$ cat src/rtl/mon_sweep_pkg.sv
// Shared constants and types for the monitor sweep reader.
// Assumes exactly four monitored channels, read in index order 0..3.
package mon_sweep_pkg;

    localparam int MS_CH_NUM = 4;
    localparam int MS_CH_W   = $clog2(MS_CH_NUM);

    typedef enum logic [1:0] {
        ST_IDLE  = 2'd0,
        ST_ISSUE = 2'd1,
        ST_WAIT  = 2'd2
    } sweep_st_t;

endpackage

$ cat src/rtl/mon_sweep_ctrl.sv
// Sweep sequencer: starts on an end-of-sequence pulse, steps through the
// channel indices one handshaked read at a time, and remembers one pulse
// that arrives mid-sweep.
// Assumes the read port answers each enable with exactly one ready pulse,
// no earlier than the cycle after the enable.
module mon_sweep_ctrl
    import mon_sweep_pkg::*;
(
    input  logic               clk,
    input  logic               rst_n,
    input  logic               eos_i,
    input  logic               rdy_i,
    output logic               issue_o,
    output logic [MS_CH_W-1:0] ch_o,
    output logic               cap_o,
    output logic               commit_o
);

    localparam logic [MS_CH_W-1:0] LAST_CH = MS_CH_W'(MS_CH_NUM - 1);

    sweep_st_t          st_q, st_d;
    logic [MS_CH_W-1:0] ch_q;
    logic               pend_q;
    logic               want_sweep;
    logic               last_rdy;
    logic               go;

    // Decode start and completion conditions of the current cycle.
    always_comb begin
        want_sweep = eos_i | pend_q;
        cap_o      = (st_q == ST_WAIT) & rdy_i;
        last_rdy   = cap_o & (ch_q == LAST_CH);
        go         = ((st_q == ST_IDLE) & want_sweep) | (last_rdy & want_sweep);
    end

    // Next-state selection.
    always_comb begin
        st_d = st_q;
        unique case (st_q)
            ST_IDLE:  if (go) st_d = ST_ISSUE;
            ST_ISSUE: st_d = ST_WAIT;
            ST_WAIT: begin
                if (rdy_i) begin
                    if (ch_q != LAST_CH) st_d = ST_ISSUE;
                    else if (go)         st_d = ST_ISSUE;
                    else                 st_d = ST_IDLE;
                end
            end
            default:  st_d = ST_IDLE;
        endcase
    end

    // State, channel index and pending flag registers.
    always_ff @(posedge clk) begin
        if (!rst_n) begin
            st_q   <= ST_IDLE;
            ch_q   <= '0;
            pend_q <= 1'b0;
        end else begin
            st_q <= st_d;
            if (go)
                ch_q <= '0;
            else if (cap_o && (ch_q != LAST_CH))
                ch_q <= ch_q + MS_CH_W'(1);
            if (go)
                pend_q <= 1'b0;
            else if (eos_i)
                pend_q <= 1'b1;
        end
    end

    assign issue_o  = (st_q == ST_ISSUE);
    assign ch_o     = ch_q;
    assign commit_o = last_rdy;

endmodule

$ cat src/rtl/mon_sweep_addr.sv
// Channel-to-address map: selects the status register address of the
// channel being read from a packed parameter table (channel 0 in the LSBs).
// Assumes the channel index never exceeds the table size.
module mon_sweep_addr
    import mon_sweep_pkg::*;
#(
    parameter int                         AW       = 7,
    parameter logic [MS_CH_NUM*AW-1:0]    ADDR_TAB = '0
) (
    input  logic [MS_CH_W-1:0] ch_i,
    output logic [AW-1:0]      addr_o
);

    logic [AW-1:0] addr_arr [MS_CH_NUM];

    // Unpack one table slot per channel.
    for (genvar g = 0; g < MS_CH_NUM; g++) begin : g_slot
        assign addr_arr[g] = ADDR_TAB[g*AW +: AW];
    end

    // Present the address of the current channel.
    assign addr_o = addr_arr[ch_i];

endmodule

$ cat src/rtl/mon_sweep_capture.sv
// Result capture: keeps the code field of each returned word in a working
// copy, then loads all published results at once on the last ready and
// pulses the valid strobe.
// Assumes commit_i is only high together with cap_i for the last channel.
module mon_sweep_capture
    import mon_sweep_pkg::*;
#(
    parameter int DW       = 16,
    parameter int CODE_W   = 12,
    parameter int CODE_LSB = 4
) (
    input  logic                        clk,
    input  logic                        rst_n,
    input  logic                        cap_i,
    input  logic                        commit_i,
    input  logic [MS_CH_W-1:0]          ch_i,
    input  logic [DW-1:0]               data_i,
    output logic [MS_CH_NUM*CODE_W-1:0] res_o,
    output logic                        valid_o
);

    logic [CODE_W-1:0] code;
    logic [CODE_W-1:0] work_q [MS_CH_NUM-1];

    assign code = data_i[CODE_LSB +: CODE_W];

    // Mark the data bits outside the code field as deliberately unused.
    if (CODE_LSB > 0) begin : g_low
        logic unused_low;
        assign unused_low = ^data_i[CODE_LSB-1:0];
    end
    if (CODE_LSB + CODE_W < DW) begin : g_high
        logic unused_high;
        assign unused_high = ^data_i[DW-1:CODE_LSB+CODE_W];
    end

    for (genvar g = 0; g < MS_CH_NUM; g++) begin : g_ch
        if (g < MS_CH_NUM - 1) begin : g_work
            // Working copy of one early channel.
            always_ff @(posedge clk) begin
                if (!rst_n)
                    work_q[g] <= '0;
                else if (cap_i && (ch_i == MS_CH_W'(g)))
                    work_q[g] <= code;
            end
            // Published result of that channel, loaded at sweep end.
            always_ff @(posedge clk) begin
                if (!rst_n)
                    res_o[g*CODE_W +: CODE_W] <= '0;
                else if (commit_i)
                    res_o[g*CODE_W +: CODE_W] <= work_q[g];
            end
        end else begin : g_last
            // Last channel is published straight from the returning word.
            always_ff @(posedge clk) begin
                if (!rst_n)
                    res_o[g*CODE_W +: CODE_W] <= '0;
                else if (commit_i)
                    res_o[g*CODE_W +: CODE_W] <= code;
            end
        end
    end

    // One-cycle strobe after the result update.
    always_ff @(posedge clk) begin
        if (!rst_n) valid_o <= 1'b0;
        else        valid_o <= commit_i;
    end

endmodule

$ cat src/rtl/mon_sweep_reader.sv
// Monitor register sweep reader, top level.
// On each end-of-sequence pulse it reads the temperature, core, block-memory
// and auxiliary result registers in that order through a handshaked read
// port, then publishes the four codes with a one-cycle valid strobe.
// Assumes one ready pulse per enable, arriving at least one cycle later.
module mon_sweep_reader
    import mon_sweep_pkg::*;
#(
    parameter int            AW         = 7,
    parameter int            DW         = 16,
    parameter int            CODE_W     = 12,
    parameter int            CODE_LSB   = 4,
    parameter logic [AW-1:0] ADDR_TEMP  = 7'h00,
    parameter logic [AW-1:0] ADDR_VCORE = 7'h01,
    parameter logic [AW-1:0] ADDR_VBRAM = 7'h06,
    parameter logic [AW-1:0] ADDR_VAUX  = 7'h02
) (
    input  logic              clk,
    input  logic              rst_n,
    input  logic              eos_i,
    output logic              rd_en_o,
    output logic              rd_we_o,
    output logic [AW-1:0]     rd_addr_o,
    input  logic [DW-1:0]     rd_data_i,
    input  logic              rd_rdy_i,
    output logic [CODE_W-1:0] temp_o,
    output logic [CODE_W-1:0] vcore_o,
    output logic [CODE_W-1:0] vbram_o,
    output logic [CODE_W-1:0] vaux_o,
    output logic              res_valid_o
);

    localparam logic [MS_CH_NUM*AW-1:0] ADDR_TAB =
        {ADDR_VAUX, ADDR_VBRAM, ADDR_VCORE, ADDR_TEMP};

    logic [MS_CH_W-1:0]          ch;
    logic                        cap;
    logic                        commit;
    logic [MS_CH_NUM*CODE_W-1:0] res;

    mon_sweep_ctrl u_ctrl (
        .clk      (clk),
        .rst_n    (rst_n),
        .eos_i    (eos_i),
        .rdy_i    (rd_rdy_i),
        .issue_o  (rd_en_o),
        .ch_o     (ch),
        .cap_o    (cap),
        .commit_o (commit)
    );

    mon_sweep_addr #(
        .AW       (AW),
        .ADDR_TAB (ADDR_TAB)
    ) u_addr (
        .ch_i   (ch),
        .addr_o (rd_addr_o)
    );

    mon_sweep_capture #(
        .DW       (DW),
        .CODE_W   (CODE_W),
        .CODE_LSB (CODE_LSB)
    ) u_cap (
        .clk      (clk),
        .rst_n    (rst_n),
        .cap_i    (cap),
        .commit_i (commit),
        .ch_i     (ch),
        .data_i   (rd_data_i),
        .res_o    (res),
        .valid_o  (res_valid_o)
    );

    assign rd_we_o = 1'b0;
    assign temp_o  = res[0*CODE_W +: CODE_W];
    assign vcore_o = res[1*CODE_W +: CODE_W];
    assign vbram_o = res[2*CODE_W +: CODE_W];
    assign vaux_o  = res[3*CODE_W +: CODE_W];

endmodule

$ cat config.mk
export PLATFORM = sky130hd
export DESIGN_NAME = mon_sweep_reader
export DESIGN_NICKNAME = d
export VERILOG_FILES = /design/src/rtl/mon_sweep_pkg.sv /design/src/rtl/mon_sweep_ctrl.sv /design/src/rtl/mon_sweep_addr.sv /design/src/rtl/mon_sweep_capture.sv /design/src/rtl/mon_sweep_reader.sv
export SDC_FILE = /design/constraint.sdc
export NUM_CORES = 1
export LEC_CHECK = 0
export BUFFER_PORTS_ARGS = -buffer_cell sky130_fd_sc_hd__buf_2
export CORE_MARGIN = 4
export CORE_UTILIZATION = 45
export CTS_BUF_LIST = sky130_fd_sc_hd__clkbuf_4 sky130_fd_sc_hd__clkbuf_8
export CTS_CLUSTER_SIZE = 12
export DETAILED_ROUTE_END_ITERATION = 7
export PLACE_DENSITY_LB_ADDON = 0.1
export RECOVER_POWER = 100
export SYNTH_ARGS = -nofsm -noshare
export SYNTH_HDL_FRONTEND = slang
export SYNTH_SLANG_ARGS = --single-unit
$ cat constraint.sdc
create_clock -name clk -period 2.3 [get_ports clk]
set_input_delay 0.115 -clock clk [delete_from_list [all_inputs] [get_ports clk]]
set_output_delay 0.115 -clock clk [all_outputs]
set_load 0.02 [all_outputs]
Word level (Yosys, flattened, before mapping)

Memory sizes are Yosys's and may differ from the RTL's. A register that Yosys moved wholly into a read port is not among the register bits.
Cells that the tools add are included.
Widths: inputs -> output; s select.

Flip-flop bits (word level): 18
Memory bits (writable): 36
Input port bits: 20
Output and inout port bits: 58
Word-level logic and storage cells: 59
Memories: 1

Memories:

| memory       | depth | bits a word | rd ports | clocked after memory_dff | wr ports | RTL line                | text |
|---|---|---|---|---|---|---|---|
| u_cap.work_q | 3     | 12          | 3        | 3                        | 3        | mon_sweep_capture.sv:23 | `logic [CODE_W-1:0] work_q [MS_CH_NUM-1];` |

$add $sub $neg: 1
Magnitude comparators: 1
Equality and inequality tests: 8
Multiplexer cells: 21
Bitwise operators: 11
Reduce and logical (&&, ||, !) cells: 11

Operators with widths:

| kind                | count |
|---|---|
| $mux 12             | 3 |
| $bmux 7 s2          | 1 |
| $mux 7              | 2 |
| $mux 1              | 11 |
| $eq 2x2->1 const B  | 3 |
| $mux 2              | 3 |
| $pmux 2 s3          | 1 |
| $or 1x1->1          | 5 |
| $and 1x1->1         | 4 |
| $eq 2x1->1 const B  | 2 |
| $logic_and 1x1->1   | 4 |
| $logic_not 2->1     | 2 |
| $ne 2x2->1 const B  | 2 |
| $ge 3x3->1 const B  | 1 |
| $logic_not 1->1     | 3 |
| $not 2->3           | 1 |
| $add 2x1->2 const B | 1 |
| $ne 2x1->1 const B  | 1 |
| $reduce_and 2->1    | 1 |
| $reduce_or 2->1     | 1 |
| $not 1->1           | 1 |

Depth between registers and ports, before layout

Depth in word-level cells: 9
Gate-level depth with buffers: 7
Mapped depth without buffers: 4

By module

Synthesis repeated with hierarchy kept, for this count alone.

Cells, all modules: 286
Area, all modules: 3,478.3 sq um

Modules (own cells, without submodules):

| module            | instances | cells an instance | area each (sq um) | sequential area each (sq um) |
|---|---|---|---|---|
| mon_sweep_capture | 1         | 252               | 3,171.8           | 2,062.0 |
| mon_sweep_ctrl    | 1         | 24                | 239.0             | 100.1 |
| mon_sweep_addr    | 1         | 8                 | 56.3              | 0.0 |
| mon_sweep_reader  | 1         | 2                 | 11.3              | 0.0 |

Worst setup path before layout

OpenSTA, ideal clock, no wires.

Path kind: register to register
From: register u_ctrl.ch_q[1] (netlist: u_ctrl.ch_o[1])
To: memory u_cap.work_q[1][0] (enable)
Arrival time: 1.693 ns
Path slack: 0.209 ns
Stages on the path, launching flop included: 5
Buffers on the path: 0
Cell sequence: dfxtp_1 -> inv_1 -> ha_1 -> inv_1 -> o21ai_0

RTL lines:

| what                   | RTL line                | text |
|---|---|---|
| start, declared        | mon_sweep_ctrl.sv:22    | `logic [MS_CH_W-1:0] ch_q;` |
| start signal, assigned | mon_sweep_ctrl.sv:64    | `ch_q <= ch_q + MS_CH_W'(1);` |
| end, declared          | mon_sweep_capture.sv:23 |  |

==> metrics.md <==
| Metric | Value |
|---|---|
| Outcome | `finished clean` |
| Wire length per cell after detailed routing | `approximately 14 um` |
| Synth-to-Final Area Change | `14.41%` |
| Clock Root Buffer | `sky130_fd_sc_hd__clkbuf_8` |
| Buffer depth of the longest clock path | `2` |
| Count of buffers from port buffering | `just under 70` |
| Fraction of layout cells with a size suffix above 1 | `0.09975` |
| Leakage dissipation | `~1.5 nW` |
| Complex-gate fraction of the synthesized area | `0.1178` |
| Core Region | `0.007408 mm2` |
| Leading cell types by total area after synthesis | `sky130_fd_sc_hd__dfxtp_1 31%, sky130_fd_sc_hd__edfxtp_1 31%, sky130_fd_sc_hd__nand2_1 10%` |
| Initial antenna violation count | `0` |
| Register bit total from synthesis | `90` |
| Min-Delay Path Class | `in -> reg` |
| Total number of nets in the final design | `420` |
| Parity-gate share of the synthesized area counting xor and xnor cells | `0.002491` |
| Element type at the critical path end | `register` |
| Synth Area in Simple Gates | `0.1911` |
| Peak VDD IR | `roughly 0.33 mV` |
| Arrival time of the worst setup path | `around 2.0 ns` |
| Average cell area after synthesis | `about 11 um2` |
| Number of enable-type register cells in the synthesized netlist | `36` |
| H-tree levels | `3` |
| Power per unit of standard cell area | `approximately 710 mW/mm2` |
| Via count of the first global-routing pass | `~2300` |
| Worst-path cell chain | `inv_1, ha_1, inv_1, o21ai_0, buf_4` |
| Worst slack on hold paths | `0.02632 ns` |
| Insertion delay of the later-clocked pin in the worst-skew pair | `about 0.35 ns` |
| Most numerous cell in the Yosys netlist | `sky130_fd_sc_hd__nand2_1` |
| Iteration count of the initial detailed-routing pass | `4` |
| # clock sinks | `90` |
| Synth cell types | `29` |
| Global-route wire length before repair | `about 11 mm` |
| Starting density of the core | `0.4746` |
| CP peak stage delay | `about 0.43 ns` |
| Die W | `96.39 um` |
| Post-route setup TNS | `0 ns` |
| Number of buffers inserted to repair setup after CTS | `0` |
| Vias/cell | `just under 5` |
| Count of fill cells added during filler insertion | `slightly above 700` |
| Number of slew-limit violations in the final report | `0` |
| Required time reported for the critical path endpoint | `roughly 2.4 ns` |
| Cell type with the highest aggregate area in the netlist | `sky130_fd_sc_hd__dfxtp_1` |
| Detailed router's first-iteration violation count | `75` |
| Rel. slew slack | `0.6281` |
| Hold_buf cts | `0` |
| Measured slew at the worst slew-check pin | `roughly 0.56 ns` |
| Kind of launch point of the worst setup path | `register` |
| Maximum clock skew at final layout | `0.006626 ns` |
| Leading register cell type out of synthesis | `sky130_fd_sc_hd__dfxtp_1` |
| FFs w/ async S/R, synth | `0` |
| Routed vias | `between 2000 and 2500` |
| Antenna cells | `0` |
| Cell repeated most along the worst path | `sky130_fd_sc_hd__inv_1` |
| Number of buffers created by CTS | `9` |
| Final hold violation count | `0` |
| Unrepaired setup endpoints after global routing | `no` |
| Post-cts repair resize count | `0` |
| Clock Pin Slew Worst Setup and Hold Paths | `about 0.080 ns` |
| Commonest cells in the synthesized netlist | `97 x sky130_fd_sc_hd__nand2_1, 54 x sky130_fd_sc_hd__dfxtp_1, 40 x sky130_fd_sc_hd__a21boi_0` |
| Cell count after synthesis | `between 300 and 400` |
| Seq/Total Area, Yosys | `0.6149` |
| Antenna Nets Post-Route | `0` |
| Type of the worst setup path | `reg -> reg` |
| Post-route insts no fill | `500` |
| Internal reg-to-reg setup slack | `approximately 0.35 ns` |
| Number of instances in the placed design | `approximately 480` |
| Slowest library cell on the worst path | `sky130_fd_sc_hd__ha_1` |
| Maximum number of pins on one net before global-route repair | `50` |
| Family of cells with the greatest summed delay on the critical path | `buffers and inverters` |
| Post-route DRC violation count | `0` |
| Buffer and inverter count on the worst path | `3` |
| Total routing resource utilization after global routing | `0.1638` |
| Final estimated routing congestion in global placement | `just under 0.8` |
| Top cell type's share of synthesized area | `0.3075` |
| Highest Clock Rate | `between 500 and 600 MHz` |
| GRT Residual Overflow | `0` |
| Chip Height | `just under 100 um` |
| Row count | `31` |
| Crit-path max FO | `14` |
| TritonCTS clock tree | `done` |
| Share of the clock period used by the worst path after layout | `0.8479` |
| Dominant combinational cell family by area after synthesis | `simple AND/OR/NAND/NOR gates` |
| Count of pins on the block boundary | `slightly below 80` |
| Number of setup violations in the final report | `0` |
| Adder and majority cell fraction of the synthesized area | `0.01423` |
| Final critical delay including setup and external delays | `about 2 ns` |
| Dpl hpwl | `4.774 mm` |
| Die area | `between 0.009 and 0.01 mm2` |
| Max cap viols | `0` |
| Yosys Warn Count | `0` |
| Multiplexer area fraction after synthesis | `0.002847` |
| WL final | `about 7.2 mm` |
| Cell Area, Synth | `between 0.003 and 0.004 mm2` |
## cell usage in the layout, fill, tap and decap left out
cell	n
sky130_fd_sc_hd__nand2_1	97
sky130_fd_sc_hd__dfxtp_1	54
sky130_fd_sc_hd__clkbuf_1	53
sky130_fd_sc_hd__a21boi_0	49
sky130_fd_sc_hd__and3_1	36
sky130_fd_sc_hd__edfxtp_1	36
sky130_fd_sc_hd__buf_2	15
sky130_fd_sc_hd__clkbuf_8	10
sky130_fd_sc_hd__inv_1	7
sky130_fd_sc_hd__nor2_1	5
sky130_fd_sc_hd__conb_1	5
sky130_fd_sc_hd__buf_4	5
sky130_fd_sc_hd__o21ai_0	4
sky130_fd_sc_hd__ha_1	4
sky130_fd_sc_hd__clkinv_2	2
sky130_fd_sc_hd__clkinv_1	2
sky130_fd_sc_hd__clkbuf_2	2
sky130_fd_sc_hd__nand3_1	1
sky130_fd_sc_hd__and4b_2	1
sky130_fd_sc_hd__nand4b_1	1
sky130_fd_sc_hd__nor3_4	1
sky130_fd_sc_hd__o31ai_1	1
sky130_fd_sc_hd__nor3_1	1
sky130_fd_sc_hd__o21a_1	1
sky130_fd_sc_hd__and2_1	1
sky130_fd_sc_hd__and4bb_2	1
sky130_fd_sc_hd__mux2i_1	1
sky130_fd_sc_hd__xnor2_1	1
sky130_fd_sc_hd__o2111a_1	1
sky130_fd_sc_hd__clkinv_4	1
sky130_fd_sc_hd__bufinv_16	1
sky130_fd_sc_hd__buf_12	1
## registers in the layout, indices dropped and copies added (netlist names)
register	cells
u_cap.valid_o	1
u_ctrl.ch_o	2
u_ctrl.st_q	2
u_cap.res_o	48
u_ctrl.pend_q	1
u_cap.work_q	36
## metal layers
metal | track usage | vias to the layer above | part of all wire | routed length [um]
met2 | 0.2645 | 57 | 0.48 | 3458
met3 | 0.03718 | 9 | 0.049 | 350
met5 | 0 | - | 0 | 0
met4 | 0.07710 | 0 | 0.016 | 114
met1 | 0.2089 | 1112 | 0.45 | 3252
li1 | - | 1235 | - | -
## kinds of logic after synthesis
logic type | Yosys count
AND/OR/NAND/NOR | 145
flip-flops | 90
AO/OA/AOI/OAI | 56
buffers and inverters | 36
adder cells (fa/ha/maj) | 4
other | 1
XOR/XNOR | 1
multiplexers | 1
## tightest hold or removal path: cells and delay by family
kind / cells / cell delay [ns]
buffers and inverters: 1 / 0.07
AND/OR/NAND/NOR: 2 / 0.15
## area by class of cell
type                    count  area, um2  area share
clock buffers              10      137.6     0.03421
clock inverters             6      56.30     0.01400
inverters                   7      26.28    0.006532
multi-input cells         212       1175      0.2921
flip-flops and latches     90       2162      0.5375
well taps                  99      123.9     0.03079
repair buffers             76      341.6     0.08491
## through the flow
stage / utilization / instance area (um2) / power [W] / setup WS, ns
finish: 0.5430 / 4023 / 0.002860 / 0.3499
global route: 0.5430 / 4023 / 0.002969 / 0.1880
CTS: 0.5526 / 4094 / 0.002898 / 0.5076
detailed placement: 0.5264 / 3900 / 0.001854 / 0.5187
global placement: 0.5264 / 3900 / 0.001854 / 0.5803
floorplan: - / 3531 / 0.001809 / 0.2094
## worst paths after layout
path,depth (start not counted),endpoint,from
min,3,u_ctrl.pend_q$_SDFFE_PP0P_,eos_i
max reg2reg,5,u_cap.work_q[1][4]$_SDFFCE_PN0P_,u_ctrl.ch_o[1]$_SDFFE_PP0P_
min reg2reg,2,u_cap.res_o[29]$_SDFFE_PN0P_,u_cap.res_o[29]$_SDFFE_PN0P_
max,5,u_cap.work_q[1][4]$_SDFFCE_PN0P_,u_ctrl.ch_o[1]$_SDFFE_PP0P_
## where the power goes
group	switching (W)	internal, W
logic	0.0000757	0.0000382
registers	0.0000140	0.00169
clock network	0.000523	0.000523
Power figures use the tool's default switching activity.
